--- config.mk ---
export PLATFORM = sky130hd
export DESIGN_NAME = boot_vector_select
export DESIGN_NICKNAME = d
export VERILOG_FILES = /design/src/rtl/boot_vector_select.sv
export SDC_FILE = /design/constraint.sdc
export NUM_CORES = 1
export LEC_CHECK = 0
export BUFFER_PORTS_ARGS = -buffer_cell sky130_fd_sc_hd__clkbuf_2
export CORE_ASPECT_RATIO = 1.25
export CORE_UTILIZATION = 56
export CTS_BUF_LIST = sky130_fd_sc_hd__clkbuf_4 sky130_fd_sc_hd__clkbuf_8 sky130_fd_sc_hd__clkbuf_16
export DETAILED_ROUTE_END_ITERATION = 12
export PLACE_DENSITY = 0.89
export SLEW_MARGIN = 20
export SYNTH_ARGS = -nofsm -noshare
export SYNTH_HDL_FRONTEND = slang
export SYNTH_SLANG_ARGS = --single-unit
--- constraint.sdc ---
create_clock -name clk -period 3.9 [get_ports clk]
set_input_delay 0.195 -clock clk [delete_from_list [all_inputs] [get_ports clk]]
set_output_delay 0.195 -clock clk [all_outputs]
set_load 0.1 [all_outputs]
--- src/rtl/boot_vector_select.sv ---
module boot_vector_select #(
  parameter logic [15:0] DEF_BPC    = 16'hF800,
  parameter logic [15:0] DEF_BPSW   = 16'h8000,
  parameter logic [15:0] RESET_PC   = 16'h0000,
  parameter logic [15:0] RESET_PSW  = 16'h0000,
  parameter logic [15:0] BLOCK_BASE = 16'hF800,
  parameter logic [7:0]  ERR_MARK   = 8'h01
) (
  input  logic        clk,
  input  logic        rst_n,
  input  logic        strap_psen_n,
  input  logic        strap_ale,
  input  logic        strap_ea,
  input  logic        strap_busw,
  input  logic        nv_valid,
  input  logic [1:0]  nv_op,
  input  logic [2:0]  nv_addr,
  input  logic [7:0]  nv_wdata,
  input  logic        prog_err_in,
  input  logic [15:0] fetch_addr,
  output logic [7:0]  nv_rdata,
  output logic [15:0] init_pc,
  output logic [15:0] init_psw,
  output logic        boot_mode,
  output logic        boot_rom_en,
  output logic        fetch_block,
  output logic        bus16,
  output logic        prog_err
);
  localparam int NB = 5;
  localparam logic [1:0] OP_PROG  = 2'b01;
  localparam logic [1:0] OP_ERASE = 2'b10;

  logic [7:0]    mem_q [NB] = '{8'h00, DEF_BPC[7:0], DEF_BPC[15:8], DEF_BPSW[7:0], DEF_BPSW[15:8]};
  logic [NB-1:0] erased_q   = 5'b00001;
  logic          prog_err_q = 1'b0;

  logic [15:0] pc_q, psw_q;
  logic        boot_q, bus16_q;

  wire addr_ok  = nv_addr < 3'(NB);
  wire do_erase = nv_valid && nv_op == OP_ERASE;
  wire do_prog  = nv_valid && nv_op == OP_PROG && addr_ok;
  wire prog_ok  = do_prog && erased_q[nv_addr];
  wire prog_bad = do_prog && !erased_q[nv_addr];
  wire set_err  = prog_bad || prog_err_in;

  always_ff @(posedge clk) begin
    if (do_erase) begin
      for (int i = 0; i < NB; i++) mem_q[i] <= 8'h00;
      erased_q <= '1;
    end else if (prog_ok) begin
      mem_q[nv_addr]    <= nv_wdata;
      erased_q[nv_addr] <= 1'b0;
    end
    if (set_err) begin
      mem_q[0]    <= ERR_MARK;
      erased_q[0] <= 1'b0;
    end
    prog_err_q <= prog_bad;
  end

  assign nv_rdata = addr_ok ? mem_q[nv_addr] : 8'h00;
  assign prog_err = prog_err_q;

  wire strap_force = !strap_psen_n && strap_ale && strap_ea;
  wire take_vec    = (mem_q[0] != 8'h00) || strap_force;

  always_ff @(posedge clk) begin
    if (!rst_n) begin
      boot_q  <= take_vec;
      pc_q    <= take_vec ? {mem_q[2], mem_q[1]} : RESET_PC;
      psw_q   <= take_vec ? {mem_q[4], mem_q[3]} : RESET_PSW;
      bus16_q <= strap_busw;
    end
  end

  assign init_pc     = pc_q;
  assign init_psw    = psw_q;
  assign boot_mode   = boot_q;
  assign boot_rom_en = boot_q;
  assign bus16       = bus16_q;
  assign fetch_block = boot_q && (fetch_addr >= BLOCK_BASE);

  assert_hold_R4: assert property (@(posedge clk) disable iff (!rst_n)
    $past(rst_n) |-> ($stable(init_pc) && $stable(init_psw) && $stable(boot_mode) && $stable(bus16)));

  assert_erase_R7: assert property (@(posedge clk) disable iff (!rst_n)
    (do_erase && !prog_err_in) |=> (mem_q[0] == 8'h00 && mem_q[1] == 8'h00 && mem_q[2] == 8'h00
                                    && mem_q[3] == 8'h00 && mem_q[4] == 8'h00));

  assert_reject_R8: assert property (@(posedge clk) disable iff (!rst_n)
    prog_bad |=> (prog_err && mem_q[0] == ERR_MARK));

  assert_keep_R8: assert property (@(posedge clk) disable iff (!rst_n)
    (prog_bad && nv_addr != 3'd0) |=> (mem_q[$past(nv_addr)] == $past(nv_rdata)));

  assert_mark_R9: assert property (@(posedge clk) disable iff (!rst_n)
    prog_err_in |=> (mem_q[0] == ERR_MARK));

  assert_pulse_R8: assert property (@(posedge clk) disable iff (!rst_n)
    prog_err |-> $past(do_prog));
endmodule

Word level (Yosys, flattened, before mapping)
Memories as Yosys holds them, arrays and structs flattened. A register that Yosys moved wholly into a read port is not among the register bits.
Cells that the tools add are included.
{ "totals": {"ff_bits": 8, "n_memories": 1, "output_inout_bits": 45, "word_cells": 61, "input_bits": 37, "ram_bits": 40} }
{ "memory_table": {"columns": ["name", "words", "width", "rd", "rd_clocked_by_memory_dff", "wr", "line_no", "source"], "rows": [
  ["mem_q", 5, 8, 6, 4, 5, "34", "logic [7:0] mem_q [NB] = '{8'h00, DEF_BPC[7:0], DEF_BPC[15:8], DEF_BPSW[7:0], DEF_BPSW[15:8]};"]
]} }
{ "op_classes": {"n_mux": 18, "n_reduce_logical": 24, "eq_ne": 3, "n_lt_le_gt_ge": 4, "n_bitwise": 6} }
{ "ops": {"columns": ["operator", "count"], "rows": [
  ["two-way mux 8 bit", 3],
  [">= comparator 16 bit, second input constant", 1],
  ["two-way mux 1 bit", 12],
  ["logical NOT 1 bit", 10],
  ["logical AND 1 bit", 9],
  ["nonzero test 8 bit", 1],
  ["OR reduction 8 bit", 1],
  ["AND 5 bit", 1],
  ["inverter 5 bit", 1],
  ["< comparator 3 x 4 -> 1 bit, second input constant", 1],
  ["binary-select mux 1 bit (select 3 bit)", 1],
  ["demux 1 bit (select 3 bit)", 1],
  ["== test 3 bit, second input constant", 1],
  [">= comparator 3 x 1 -> 1 bit, second input constant", 1],
  ["< comparator 3 bit, second input constant", 1],
  ["two-way mux 3 bit", 1],
  ["AND 1 bit", 2],
  ["== test 2 x 1 -> 1 bit, second input constant", 1],
  ["== test 2 bit, second input constant", 1],
  ["logical OR 1 bit", 2],
  ["nonzero test 2 bit", 1],
  ["inverter 1 bit", 1],
  ["OR 1 bit", 1]
]} }

Longest topological paths before layout
{ "logic_depth": {"depth_word": 12, "depth_mapped": 6, "depth_no_buf": 4} }

Worst setup path after synthesis
OpenSTA, ideal clock, no wires.
{ "synth_path": {"kind": "input -> output", "from": "in nv_addr[1]", "to": "out nv_rdata[6]", "n_path_buf": 1, "t_arrival_ns": 2.796, "path_slack_ns": 0.909, "t_required_ns": 3.705, "path_stages": 4, "path_cell_list": "buf_2 > mux4_2 > inv_1 > o21ai_0"} }
{ "synth_between": {"elab_chain_len": 2, "word_cells_on_any_way": 3, "cone_classes": "order compare: 1; mux: 1; memory: 1"} }
{ "synth_rtl": {"columns": ["item", "line_no", "source"], "rows": [
  ["start, declared", "17", "input logic [2:0] nv_addr,"],
  ["< comparator 3 bit / memory (5 x 8 bit) (equally long branches)", null, null],
  ["two-way mux 8 bit (*)", "63", "assign nv_rdata = addr_ok ? mem_q[nv_addr] : 8'h00;"],
  ["end, declared", "21", "output logic [7:0] nv_rdata,"]
]} }
Mark *: on every way between the ends. The rest lies on a longest branch, timed or not.

Worst setup path after layout
{ "layout_path": {"from": "in nv_addr[1]", "to": "out nv_rdata[7]"} }
Same word-level chain as after synthesis.

==> impl_results.md <==
- Fmax: approximately 0.44 GHz
- Final antenna-violating net count: 0
- YS warnings: 0
- # IOs: 82
- Post-Synthesis Cells: 259
- Status: complete, no violations
- Avg Synthesized Cell Area: roughly 13 sq um
- Yosys reg bits: 80
- WL per Instance: roughly 16 um
- Nets@finish: 363
- CTS max path bufs: 2
- CP required: ~3700 ps
- Die W: between 70 and 80 um
- Total CTS buffers: 9
- CP max FO: 16
- Share of cells above drive strength 1: 30.5%
- Clk root buf: clkbuf_8
- H-Tree Depth: 3
- RSZ-0062 raised after global routing: false
- Initial antenna violation count: 0
- EDFF count, synth: between 60 and 70
- Max cap viols: 0
- Grt ovf: 0
- Post-route insts no fill: between 400 and 500
- Setup crit end kind: primary output
- Top post-synthesis cells by area: edfxtp_1, and2_1, dfxtp_1
- WHS Path Cells: 1
- Fin crit period: roughly 2200 ps
- Port Buffers: 70
- TNS Setup: 0 ps
- Peak VDD IR: 0.000237 V
- Hold Crit Class: in2reg
- Slew margin rel.: between 40% and 50%
- Placed Cells incl. Taps: slightly below 400
- Cell taking the most area after synthesis: edfxtp_1
- Setup WS pre-CTS: ~1700 ps
- Vias in the first global route: 2166
- Largest net degree at the start of global routing: 35
- Prevailing post-synth register cell: edfxtp_1
- First-pass GRT wire length: 10400 um
- Setup violators final: 0
- Worst-Margin Slew: 763 ps
- R2R depth: 2
- Pwr/cell area: 462 mW/mm^2
- Mapped Nets: between 200 and 300
- Yosys top cell area share: 57.5%
- Cell variety after synth: 36
- Via count: between 2000 and 2500
- Final Skew: approximately 7 ps
- Post-CTS Hold Buffers: 0
- Lkg Pwr: approximately 1.6 nW
- Nature of the critical path startpoint: input pin
- Core area: between 0.005 and 0.006 sq mm
- Synthesized area: between 0.003 and 0.004 sq mm
- GRT Util Overall: between 20 and 25%
- Cts repair resizes: 0
- Filler Cell Count: between 400 and 500
- Reg clk slew, reported paths: approximately 70 ps
- CP arrival: about 2000 ps
- Global placement routability congestion: ~0.86
- Row Count: 31
- HPWL Detailed: ~4600 um
- Clock Latency Late Sink: 350 ps
- Ant diodes: 0
- Sequential area share after synthesis: about two thirds
- Pre-antenna DRT Iters: 5
- FFs w/ async S/R, synth: 0%
- Die area: approximately 0.0065 sq mm
- Total wire length: around 6500 um
- Multi-input gate area: about 0.0011 sq mm
- Clock sinks: 80
- Reg area: approximately 0.0023 sq mm
- Tcrit/Tclk final: between 50% and 60%
- Critical path class: in2out
- Final hold vios: 0
- DRC: 0
- CTS tree: yes
- DR iter-0 viols: 128
- Total power: roughly 1.9 mW
- Final WS setup: approximately 1700 ps
- Slew Viols, Final: 0
- Average vias per placed instance: 5.47
- Die H: ~90 um
- Synthesis-to-layout area growth: 16.9%
- Hold WS: roughly 21 ps
- Setup bufs post-CTS: 0
- Initial Utilization: about 60%
## cells in the final DEF (no fill, tap or decap), types with 3 or more instances in the layout
cell and instances:
a22oi_1 14, and2_1 70, clkbuf_2 70, clkbuf_8 9
dfxtp_1 14, edfxtp_1 66, inv_1 3, mux2_2 7
mux2i_1 8, nand2_1 4, nor2_1 12, nor3_1 9
o22ai_1 7, or2_2 3
## worst max-delay path, stage by stage
cell and delay (ps):
clkbuf_2 360, nor2b_1 560, a22oi_1 210, o22ai_1 230, clkbuf_2 490
## worst paths after layout
check                           slack, ps        start           to
worst min register to register        500  erased_q[3]  erased_q[3]
worst min-delay path                   20   strap_busw        bus16
worst max-delay path                 1650   nv_addr[1]  nv_rdata[7]
worst max register to register       2310  erased_q[4]  mem_q[4][7]
## synthesized netlist by cell type (3+ instances only)
library cell and number:
a22oi_1 14, nor3_1 9, and2_1 70, clkbuf_1 9
mux2_2 7, inv_1 4, edfxtp_1 66, nor2_1 12
buf_2 3, mux2i_1 8, o21ai_0 3, o22ai_1 7
nand2_1 4, dfxtp_1 14, or2_2 3
## metrics by stage
stage	cell area [sq um]	utilization, %
after CTS	4030	68.8
final	4030	68.8
after floorplan	3450	-
after detailed placement	3840	65.6
after global placement	3840	65.6
after global routing	4030	68.8
## power by group
group	switching (mW)	leakage, nW	internal, mW
Sequential	0.0128	0.752	0.958
Combinational	0.257	0.762	0.0550
Clock	0.290	0.0901	0.289
## flip-flops by register name, indices dropped and copies added (netlist names)
name	count
bus16	1
init_psw	16
prog_err	1
erased_q	5
boot_mode	1
init_pc	16
mem_q	40
## kinds of logic (layout without fill, tap and decap cells)
family                 Yosys count  after routing  share of synthesized area (%)
AO/OA/AOI/OAI                   28             28                           6.13
buffers and inverters           19             91                           2.29
flip-flops                      80             80                           65.6
multiplexers                    16             16                           5.26
AND/OR/NAND/NOR                116            116                           20.7
## cell type report
| type | instances | area share (%) |
|---|---|---|
| Clock buffer | 9 | 3.07 |
| Clock inverter | 7 | 1.55 |
| Inverter | 4 | 0.372 |
| Multi-Input combinational cell | 160 | 27.5 |
| Sequential cell | 80 | 56.1 |
| Tap cell | 82 | 2.54 |
| Timing Repair Buffer | 71 | 8.88 |
## layer usage
layer / vias up / routed length (um) / global-route usage, %
met3: 10 / 378 / 6.05
li1: 1073 / - / -
met2: 90 / 3450 / 37.5
met5: - / 0 / 0
met1: 1085 / 2590 / 26.1
met4: 0 / 118 / 9.97
Power figures use the tool's default switching activity.
